[src/rtl/fdcq_pkg.sv]
package fdcq_pkg;

  typedef enum logic [1:0] {PH_CMD, PH_DATA, PH_WAIT, PH_RES} phase_e;
  typedef enum logic [1:0] {K_READ, K_VERIFY, K_RDID, K_BAD} kind_e;

  // strobes from control to datapath
  typedef struct packed {
    logic capArg;
    logic startXfer;
    logic stepXfer;
    logic startTimer;
    logic stepTimer;
  } ctl_t;

  localparam logic [4:0] OP_READ   = 5'h06;
  localparam logic [4:0] OP_VERIFY = 5'h16;
  localparam logic [4:0] OP_RDID   = 5'h0A;

  function automatic kind_e decodeOp(input logic [4:0] op);
    case (op)
      OP_READ:   return K_READ;
      OP_VERIFY: return K_VERIFY;
      OP_RDID:   return K_RDID;
      default:   return K_BAD;
    endcase
  endfunction

endpackage

[src/rtl/fdcq_datapath.sv]
module fdcq_datapath
  import fdcq_pkg::*;
#(
  parameter int SPT          = 18,
  parameter int SECTOR_BYTES = 512,
  parameter int ID_DELAY     = 16
) (
  input  logic       clk,
  input  logic       rstN,
  input  ctl_t       ctl,
  input  logic [3:0] argIdx,
  input  logic [7:0] wdata,
  input  kind_e      kind,
  input  logic [2:0] resIdx,
  output logic [7:0] resByte,
  output logic       xferEmpty,
  output logic       xferLast,
  output logic       timerDone
);
  localparam int CNT_W = $clog2((SPT + 1) * SECTOR_BYTES + 1);
  localparam int TMR_W = $clog2(ID_DELAY + 1);
  localparam int N_ARG = 9;

  logic [7:0] argReg [N_ARG];
  logic [CNT_W-1:0] xferCnt, xferTotal;
  logic [TMR_W-1:0] timer;
  logic [7:0] lastSec, nSect;
  logic       overrun;

  // argument capture, one register per command byte position
  for (genvar g = 1; g < N_ARG; g++) begin : g_arg
    always_ff @(posedge clk) begin
      if (!rstN)                                argReg[g] <= '0;
      else if (ctl.capArg && argIdx == 4'(g))   argReg[g] <= wdata;
    end
  end
  assign argReg[0] = '0;

  assign overrun   = argReg[6] > 8'(SPT);
  assign lastSec   = overrun ? 8'(SPT) : argReg[6];
  assign nSect     = (lastSec >= argReg[4]) ? (lastSec - argReg[4] + 8'd1) : 8'd0;
  assign xferTotal = CNT_W'(nSect) * CNT_W'(SECTOR_BYTES);
  assign xferEmpty = (nSect == 8'd0);
  assign xferLast  = (xferCnt == CNT_W'(1));
  assign timerDone = (timer == TMR_W'(1));

  always_ff @(posedge clk) begin
    if (!rstN) begin
      xferCnt <= '0;
      timer   <= '0;
    end else begin
      if (ctl.startXfer)      xferCnt <= xferTotal;
      else if (ctl.stepXfer)  xferCnt <= xferCnt - CNT_W'(1);
      if (ctl.startTimer)     timer <= TMR_W'(ID_DELAY);
      else if (ctl.stepTimer) timer <= timer - TMR_W'(1);
    end
  end

  always_comb begin
    resByte = 8'h00;
    case (kind)
      K_BAD: resByte = 8'h80;
      K_RDID:
        case (resIdx)
          3'd0:    resByte = {5'b0, argReg[1][2:0]};
          3'd3:    resByte = argReg[2];
          3'd4:    resByte = {7'b0, argReg[1][2]};
          3'd5:    resByte = 8'd1;
          3'd6:    resByte = 8'd2;
          default: resByte = 8'h00;
        endcase
      default:
        case (resIdx)
          3'd0:    resByte = overrun ? 8'h20 : 8'h04;
          3'd3:    resByte = argReg[2];
          3'd4:    resByte = argReg[3];
          3'd5:    resByte = lastSec;
          3'd6:    resByte = argReg[5];
          default: resByte = 8'h00;
        endcase
    endcase
  end

endmodule

[src/rtl/fdcq_ctrl.sv]
module fdcq_ctrl
  import fdcq_pkg::*;
(
  input  logic       clk,
  input  logic       rstN,
  input  logic       fifoWr,
  input  logic       fifoRd,
  input  logic [4:0] opLow,
  input  logic       dmaOn,
  input  logic       xferEmpty,
  input  logic       xferLast,
  input  logic       timerDone,
  output phase_e     phase,
  output kind_e      kind,
  output logic [3:0] argIdx,
  output logic [2:0] resIdx,
  output ctl_t       ctl
);
  kind_e      newKind;
  logic [3:0] lastArgIdx;
  logic [2:0] lastRes;
  logic       lastArg;

  assign newKind    = decodeOp(opLow);
  assign lastArgIdx = (kind == K_RDID) ? 4'd1 : 4'd8;
  assign lastArg    = (argIdx == lastArgIdx);
  assign lastRes    = (kind == K_BAD) ? 3'd0 : 3'd6;

  always_comb begin
    ctl            = '0;
    ctl.capArg     = (phase == PH_CMD) && fifoWr && (argIdx != 4'd0);
    ctl.startXfer  = ctl.capArg && lastArg && (kind == K_READ) && !dmaOn;
    ctl.startTimer = ctl.capArg && lastArg && (kind == K_RDID);
    ctl.stepXfer   = (phase == PH_DATA) && fifoRd;
    ctl.stepTimer  = (phase == PH_WAIT);
  end

  always_ff @(posedge clk) begin
    if (!rstN) begin
      phase  <= PH_CMD;
      kind   <= K_BAD;
      argIdx <= '0;
      resIdx <= '0;
    end else begin
      case (phase)
        PH_CMD:
          if (fifoWr) begin
            if (argIdx == 4'd0) begin
              kind   <= newKind;
              resIdx <= '0;
              if (newKind == K_BAD) phase <= PH_RES;
              else                  argIdx <= 4'd1;
            end else if (lastArg) begin
              argIdx <= '0;
              if (kind == K_RDID)                              phase <= PH_WAIT;
              else if (kind == K_READ && !dmaOn && !xferEmpty) phase <= PH_DATA;
              else                                             phase <= PH_RES;
            end else begin
              argIdx <= argIdx + 4'd1;
            end
          end
        PH_DATA: if (fifoRd && xferLast) phase <= PH_RES;
        PH_WAIT: if (timerDone)          phase <= PH_RES;
        PH_RES:
          if (fifoRd) begin
            if (resIdx == lastRes) begin
              phase  <= PH_CMD;
              resIdx <= '0;
            end else begin
              resIdx <= resIdx + 3'd1;
            end
          end
        default: phase <= PH_CMD;
      endcase
    end
  end

endmodule

[src/rtl/fdcq_top.sv]
module fdcq_top
  import fdcq_pkg::*;
#(
  parameter int SPT          = 18,
  parameter int SECTOR_BYTES = 512,
  parameter int ID_DELAY     = 16
) (
  input  logic       clk,
  input  logic       rstN,
  input  logic [2:0] addr,
  input  logic       wrEn,
  input  logic       rdEn,
  input  logic [7:0] wdata,
  output logic [7:0] rdata,
  output logic       irq,
  input  logic [7:0] srcData,
  output logic       srcTake
);
  localparam logic [2:0] A_CTRL = 3'd2;
  localparam logic [2:0] A_STAT = 3'd4;
  localparam logic [2:0] A_DATA = 3'd5;

  phase_e     phase;
  kind_e      kind;
  ctl_t       ctl;
  logic [3:0] argIdx;
  logic [2:0] resIdx;
  logic [7:0] resByte, ctrlReg, msrVal;
  logic       fifoWr, fifoRd, xferEmpty, xferLast, timerDone;

  assign fifoWr = wrEn && (addr == A_DATA);
  assign fifoRd = rdEn && (addr == A_DATA);

  always_ff @(posedge clk) begin
    if (!rstN)                          ctrlReg <= 8'h08;
    else if (wrEn && addr == A_CTRL)    ctrlReg <= wdata;
  end

  fdcq_ctrl u_ctrl (
    .clk, .rstN, .fifoWr, .fifoRd, .opLow(wdata[4:0]), .dmaOn(ctrlReg[3]),
    .xferEmpty, .xferLast, .timerDone, .phase, .kind, .argIdx, .resIdx, .ctl
  );

  fdcq_datapath #(.SPT(SPT), .SECTOR_BYTES(SECTOR_BYTES), .ID_DELAY(ID_DELAY)) u_dp (
    .clk, .rstN, .ctl, .argIdx, .wdata, .kind, .resIdx, .resByte,
    .xferEmpty, .xferLast, .timerDone
  );

  always_comb begin
    case (phase)
      PH_CMD:  msrVal = (argIdx != 4'd0) ? 8'h90 : 8'h80;
      PH_DATA: msrVal = 8'hF0;
      PH_WAIT: msrVal = 8'h10;
      default: msrVal = 8'hD0;
    endcase
  end

  always_comb begin
    case (addr)
      A_CTRL:  rdata = ctrlReg;
      A_STAT:  rdata = msrVal;
      A_DATA:  rdata = (phase == PH_DATA) ? srcData :
                       (phase == PH_RES)  ? resByte : 8'h00;
      default: rdata = 8'h00;
    endcase
  end

  assign irq     = (phase == PH_RES) && (kind != K_BAD);
  assign srcTake = fifoRd && (phase == PH_DATA);

endmodule

[config.mk]
export PLATFORM = sky130hd
export DESIGN_NAME = fdcq_top
export DESIGN_NICKNAME = d
export VERILOG_FILES = /design/src/rtl/fdcq_pkg.sv /design/src/rtl/fdcq_datapath.sv /design/src/rtl/fdcq_ctrl.sv /design/src/rtl/fdcq_top.sv
export SDC_FILE = /design/constraint.sdc
export NUM_CORES = 1
export LEC_CHECK = 0
export ABC_CLOCK_PERIOD_IN_PS = 3000
export BUFFER_PORTS_ARGS = -buffer_cell sky130_fd_sc_hd__buf_2
export CELL_PAD_IN_SITES_DETAIL_PLACEMENT = 2
export CELL_PAD_IN_SITES_GLOBAL_PLACEMENT = 2
export CORE_ASPECT_RATIO = 1.4
export CORE_MARGIN = 2
export CORE_UTILIZATION = 36
export CTS_CLUSTER_DIAMETER = 150
export DETAILED_ROUTE_END_ITERATION = 12
export PLACE_DENSITY_LB_ADDON = 0.12
export SLEW_MARGIN = 25
export SYNTH_ARGS = -nofsm -noshare
export SYNTH_HDL_FRONTEND = slang
export SYNTH_SLANG_ARGS = --single-unit
[constraint.sdc]
create_clock -name clk -period 3 [get_ports clk]
set_clock_uncertainty 0.2 [all_clocks]
set_input_delay 0.15 -clock clk [delete_from_list [all_inputs] [get_ports clk]]
set_output_delay 0.15 -clock clk [all_outputs]
set_load 0.05 [all_outputs]
==> run summary, run 1 <==
result of the run: completed
Post-layout nets: 720
power consumption: 2.85 mW
leakage power: 2.13 nW
synthesis-stage register bit count: 81
CP Class: reg -> out
final sum of negative setup slack: 0 ns
width of the die: 102 um
CTS clk-pin slew, worst paths: 0.06 ns
top_reg_cell synth: sky130_fd_sc_hd__dfxtp_1
unrepaired setup endpoints after global routing: yes
DRT iter0 DRCs: 149
initial antenna violation count: 0
GRT Overall Usage: 26.0%
Max-Cap Viols: 0
final instance count without filler cells: 847
wire per inst: 21.8 um
fraction of synthesis flops using an asynchronous set or reset pin: 0%
Pwr per Cell Area: 483 nW/um2
per-instance average area after synthesis: 7.89 um2
synthesis-to-layout area growth: 21.1%
number of detailed-routing iterations run before antenna repair: 4
post-route DRC violation count: 0
number of library cell types mapped by synthesis: 62
register area share after synthesis: 33.2%
data arrival time at the worst-slack endpoint: 2.58 ns
routability congestion estimate from global placement: 0.846
leftover overflow at the end of global routing: 0
crit path launch type: flip-flop
count of final hold-check violations: 0
total die area: 14,500 um2
Max Fanout on Critical Path: 3
vias in the first global route: 5,110
clock tree from TritonCTS: done
worst hold-check path type: in -> reg
final worst-path cycle share: 97.7%
count of pins on the block boundary: 33
initial standard-cell utilization of the core: 36.6%
Final Hold Slack: 0.0494 ns
number of vias in the routed layout: 4,739
placeable core region: 13,300 um2
Ys Warns: 0
antenna viol nets, final: 0
largest cells by area after synthesis: sky130_fd_sc_hd__dfxtp_1 33%, sky130_fd_sc_hd__ha_1 8.5%, sky130_fd_sc_hd__a21boi_0 8.1%
number of H-tree levels: 3
buffers added on ports: 32
master cell of the clock root buffer: sky130_fd_sc_hd__clkbuf_16
maximum buffer depth of the clock tree: 2
ratio of cells with drive above 1 in the final layout: 17.3%
Min Clock Period, post-route: 2.93 ns
actual transition at the worst max-transition pin: 0.619 ns
FMAX: 0.341 GHz
Max-Slew Margin vs Limit: 58.7%
number of antenna cells inserted: 0
Post-synth EDFFs: 0
netlist area before placement: 4880 um2
TritonCTS Sinks: 81
final core occ: 44.4%
Worst VDD drop: 244 uV
fraction of post-synthesis cell area in the top cell type by area: 33.2%
# setup viols final: 0
Synth area leader: sky130_fd_sc_hd__dfxtp_1
wire length after detailed routing: 18,500 um
Worst EP required: 2.65 ns
Skew-Pair Late Insertion Delay: 0.36 ns
Cell Rows: 50
global-route wire length before repair: 28,300 um
Setup crit end kind: primary output
hpwl dp: 13,200 um
cells after synthesis: 619
detail-routed via count per cell: 5.60
number of pins with negative max-slew slack in the final report: 0
number of buffers inserted during clock tree synthesis: 9
placed cell count: 818
vertical die dimension: 142 um
pin count of the biggest net entering global routing: 65
[cell usage in the layout (no fill, tap or decap), types with 6 or more instances in the layout]
| master | count |
|---|---|
| sky130_fd_sc_hd__nand2_1 | 102 |
| sky130_fd_sc_hd__dfxtp_1 | 78 |
| sky130_fd_sc_hd__a21boi_0 | 53 |
| sky130_fd_sc_hd__nand3_1 | 52 |
| sky130_fd_sc_hd__buf_2 | 32 |
| sky130_fd_sc_hd__nor2_1 | 29 |
| sky130_fd_sc_hd__ha_1 | 29 |
| sky130_fd_sc_hd__inv_1 | 28 |
| sky130_fd_sc_hd__buf_4 | 23 |
| sky130_fd_sc_hd__o21ai_0 | 22 |
| sky130_fd_sc_hd__a21oi_1 | 19 |
| sky130_fd_sc_hd__a22oi_1 | 13 |
| sky130_fd_sc_hd__xnor2_1 | 12 |
| sky130_fd_sc_hd__nor2b_1 | 11 |
| sky130_fd_sc_hd__and2_1 | 10 |
| sky130_fd_sc_hd__nor3_1 | 10 |
| sky130_fd_sc_hd__clkbuf_16 | 9 |
| sky130_fd_sc_hd__dlygate4sd3_1 | 7 |
| sky130_fd_sc_hd__xor2_1 | 6 |
[power breakdown]
group          internal, mW  switching [mW]
clock                 0.754           0.475
sequential             1.12          0.0474
combinational         0.182           0.279
[kinds of logic after synthesis]
logic type,synth area share (%)
buffers and inverters,5.18
AO/OA/AOI/OAI,21.8
XOR/XNOR,3.41
other,0.154
multiplexers,0.820
flip-flops,33.2
AND/OR/NAND/NOR,25.3
adder cells (fa/ha/maj),10.1
[cell type report]
class	count	area (um2)
inverter	32	120
tap	182	228
fill	1517	7410
clock buffer	12	246
clock inverter	4	76.3
sequential	81	1630
multi-input combinational	474	3210
timing repair buffer	62	403
[layer usage]
layer,vias up,GRT usage [%],share of wire (%)
met5,-,0,0
met4,0,11.6,3.1
met3,32,2.86,2.3
met1,2400,29.8,40
met2,71,47.3,55
li1,2236,-,-
[registers in the layout, indices dropped and copies added (netlist names)]
| register | count |
|---|---|
| u_dp.timer | 5 |
| u_dp.xferCnt | 14 |
| u_ctrl.argIdx | 4 |
| u_ctrl.phase | 2 |
| u_dp.argReg | 43 |
| ctrlReg | 8 |
| u_ctrl.resIdx | 3 |
| u_ctrl.kind | 2 |
[critical path, stage by stage (launching register included)]
cell,delay (ns)
sky130_fd_sc_hd__dfxtp_4,0.36
sky130_fd_sc_hd__or3_4,0.41
sky130_fd_sc_hd__nor2_2,0.15
sky130_fd_sc_hd__inv_1,0.11
sky130_fd_sc_hd__a222oi_1,0.55
sky130_fd_sc_hd__nor4_2,0.09
sky130_fd_sc_hd__a21oi_1,0.19
sky130_fd_sc_hd__o221ai_1,0.14
sky130_fd_sc_hd__buf_2,0.23
[final timing paths]
path	startpoint	endpoint	slack [ns]	cells after the start
min	wdata[0]	u_ctrl.kind[1]	0.05	4
min reg2reg	u_dp.argReg[42]	u_dp.argReg[42]	0.26	2
max reg2reg	u_dp.argReg[21]	u_dp.xferCnt[9]	0.09	10
max	u_dp.argReg[21]	rdata[4]	0.07	8
[timing repair]
| item | in CTS | in global routing |
|---|---|---|
| gates resized for setup | 9 | 40 |
| endpoints found under the hold margin | 25 | 0 |
| hold buffers | 7 | 0 |
| setup endpoints to repair | 3 | 9 |
| setup buffers | 1 | 5 |
| pin swaps | 1 | 15 |
[cells in the mapped netlist, types with 2 or more instances]
cell type and number:
sky130_fd_sc_hd__nor3_1 13, sky130_fd_sc_hd__nand4b_1 3, sky130_fd_sc_hd__o2111ai_1 2, sky130_fd_sc_hd__a222oi_1 3, sky130_fd_sc_hd__nor2b_1 13, sky130_fd_sc_hd__inv_1 32
sky130_fd_sc_hd__o21a_1 3, sky130_fd_sc_hd__xor2_1 6, sky130_fd_sc_hd__nand2_1 102, sky130_fd_sc_hd__a22oi_1 13, sky130_fd_sc_hd__a21boi_0 53, sky130_fd_sc_hd__nand3_1 52
sky130_fd_sc_hd__a211o_1 2, sky130_fd_sc_hd__a221oi_1 2, sky130_fd_sc_hd__or3_2 2, sky130_fd_sc_hd__a211oi_1 2, sky130_fd_sc_hd__ha_1 33, sky130_fd_sc_hd__nor4b_1 2
sky130_fd_sc_hd__o211ai_1 2, sky130_fd_sc_hd__mux2i_1 4, sky130_fd_sc_hd__clkbuf_1 34, sky130_fd_sc_hd__dfxtp_1 81, sky130_fd_sc_hd__o22ai_1 4, sky130_fd_sc_hd__a21oi_1 22
sky130_fd_sc_hd__nor2_1 32, sky130_fd_sc_hd__fa_1 4, sky130_fd_sc_hd__nand2b_1 5, sky130_fd_sc_hd__a31oi_1 4, sky130_fd_sc_hd__o31ai_1 4, sky130_fd_sc_hd__conb_1 2
sky130_fd_sc_hd__nand3b_1 2, sky130_fd_sc_hd__and2_1 11, sky130_fd_sc_hd__a32oi_1 2, sky130_fd_sc_hd__xnor2_1 13, sky130_fd_sc_hd__o21ai_0 25, sky130_fd_sc_hd__nor4_1 4
[through the flow]
step	area (um2)	worst slack (ns)
2_1_floorplan	4890	0.149
3_3_place_gp	5280	0.0703
3_5_place_dp	5280	-0.0862
4_1_cts	5710	0.00450
5_1_grt	5910	-0.114
6_report	5910	0.0702
Note: power is estimated with default switching activity, not from simulation.
==> run 2: changes to the inputs <==
Settings changed: BUFFER_PORTS_ARGS -buffer_cell sky130_fd_sc_hd__buf_2 to -buffer_cell sky130_fd_sc_hd__clkbuf_2.
==> run summary, run 2 (synthesized netlist as in run 1, its figures left out) <==
data arrival time at the worst-slack endpoint: 3.09 ns
TritonCTS Sinks: 81
crit path launch type: flip-flop
actual transition at the worst max-transition pin: 0.808 ns
GRT Overall Usage: 24.7%
number of buffers inserted during clock tree synthesis: 9
wire length after detailed routing: 17,800 um
Skew-Pair Late Insertion Delay: 0.34 ns
width of the die: 102 um
initial standard-cell utilization of the core: 36.6%
FMAX: 0.329 GHz
number of H-tree levels: 3
final core occ: 42.9%
number of detailed-routing iterations run before antenna repair: 4
Min Clock Period, post-route: 3.04 ns
Post-layout nets: 716
number of antenna cells inserted: 0
CP Class: reg -> reg
commonest non-fill, non-tap cell in the layout: sky130_fd_sc_hd__nand2_1
largest registers: u_dp.argReg x43, u_dp.xferCnt x14, ctrlReg x8
count of pins on the block boundary: 33
instance area after placement: 5300 um2
Final Hold Slack: 0.00765 ns
wire per inst: 21.1 um
Worst VDD drop: 283 uV
Final Cell Area: 5710 um2
violations in the final reports: setup timing
top library cells by usage in the layout, fill and taps aside: 102 x sky130_fd_sc_hd__nand2_1, 77 x sky130_fd_sc_hd__dfxtp_1, 53 x sky130_fd_sc_hd__a21boi_0
Worst Slack Setup Final: -0.0407 ns
pin count of the biggest net entering global routing: 47
placeable core region: 13,300 um2
flip-flop count of the largest register, all copies and words added: 43
unrepaired setup endpoints after global routing: yes
Max Fanout on Critical Path: 4
count of hold-fix buffers inserted at cts: 0
detail-routed via count per cell: 5.55
leakage power: 2.07 nW
Max-Slew Margin vs Limit: 45.5%
antenna viol nets, final: 0
buffers added on ports: 32
worst hold-check path type: in -> reg
Setup crit end kind: flip-flop
post-route DRC violation count: 0
synthesis-to-layout area growth: 17.0%
ratio of cells with drive above 1 in the final layout: 15.4%
DRT iter0 DRCs: 149
routability congestion estimate from global placement: 0.847
final worst-path cycle share: 101%
Largest Register: u_dp.argReg
Cell Rows: 50
global-route wire length before repair: 27,300 um
Pwr per Cell Area: 471 nW/um2
CTS clk-pin slew, worst paths: 0.06 ns
number of pins with negative max-slew slack in the final report: 0
master cell of the clock root buffer: sky130_fd_sc_hd__clkbuf_16
leftover overflow at the end of global routing: 0
vias in the first global route: 5,168
number of vias in the routed layout: 4,680
clock tree from TritonCTS: done
Max-Cap Viols: 0
maximum buffer depth of the clock tree: 2
total die area: 14,500 um2
vertical die dimension: 142 um
# setup viols final: 1
final instance count without filler cells: 843
hpwl dp: 13,100 um
placed cell count: 820
Worst EP required: 3.05 ns
FF-to-FF setup slack: -0.04 ns
initial antenna violation count: 0
result of the run: complete, but fails checks
count of final hold-check violations: 0
-- run 2: changes by cell type in the layout (fill, tap and decap cells not counted), sizes merged --
cell / change
clkinvlp: +1
dlygate4sd3: -7
buf: -29
clkbuf: +33
bufinv: -2
inv: +1
clkinv: -1
-- run 2: worst max-delay path: stages, from the launching register on --
cell                       delay [ns]
sky130_fd_sc_hd__dfxtp_2         0.34
sky130_fd_sc_hd__or3_4           0.40
sky130_fd_sc_hd__a21oi_2         0.12
sky130_fd_sc_hd__and2_1          0.15
sky130_fd_sc_hd__ha_2            0.19
sky130_fd_sc_hd__inv_1           0.07
sky130_fd_sc_hd__fa_2            0.60
sky130_fd_sc_hd__o21bai_1        0.10
sky130_fd_sc_hd__xnor2_1         0.27
sky130_fd_sc_hd__nand3_1         0.14
sky130_fd_sc_hd__o21a_1          0.20
sky130_fd_sc_hd__o31ai_1         0.17
-- run 2: cell type report --
| class | count | area (um2) |
|---|---|---|
| fillers | 1528 | 7610 |
| well taps | 182 | 228 |
| multi-input cells | 474 | 3100 |
| clock buffers | 13 | 260 |
| flip-flops and latches | 81 | 1630 |
| inverters | 32 | 120 |
| repair buffers | 58 | 355 |
| clock inverters | 3 | 23.8 |
-- run 2: timing repair --
item,CTS,global route
setup buffers,0,7
cloned,0,0
pin swaps,1,9
resized for setup,4,20
setup endpoints to repair,1,11
-- run 2: metrics by stage --
stage / TNS [ns] / setup slack [ns] / total power [mW]
after floorplan: 0 / 0.149 / 1.48
after global placement: 0 / 0.0752 / 1.61
after detailed placement: -0.108 / -0.108 / 1.63
after CTS: 0 / 0.0124 / 2.71
after global routing: -0.276 / -0.217 / 2.81
final: -0.0407 / -0.0407 / 2.69
-- run 2: per-layer routing --
layer | part of all wire (%) | track usage, %
met2 | 54 | 45.3
met3 | 2.2 | 3.35
met1 | 40 | 27.8
met4 | 3.9 | 10.9
met5 | 0 | 0
-- run 2: where the power goes --
part / internal [mW] / switching [mW] / total [mW]
clock network: 0.611 / 0.467 / 1.08
registers: 1.12 / 0.0465 / 1.16
logic: 0.174 / 0.274 / 0.448
total: 1.90 / 0.787 / 2.69
-- run 2: worst paths after layout --
| check | startpoint | endpoint | cells after the start |
|---|---|---|---|
| setup / recovery | u_dp.argReg[23] | u_ctrl.phase[1] | 11 |
| setup reg to reg | u_dp.argReg[23] | u_ctrl.phase[1] | 11 |
| hold reg to reg | u_dp.argReg[45] | u_dp.argReg[45] | 2 |
| hold / removal | wdata[5] | ctrlReg[5] | 3 |
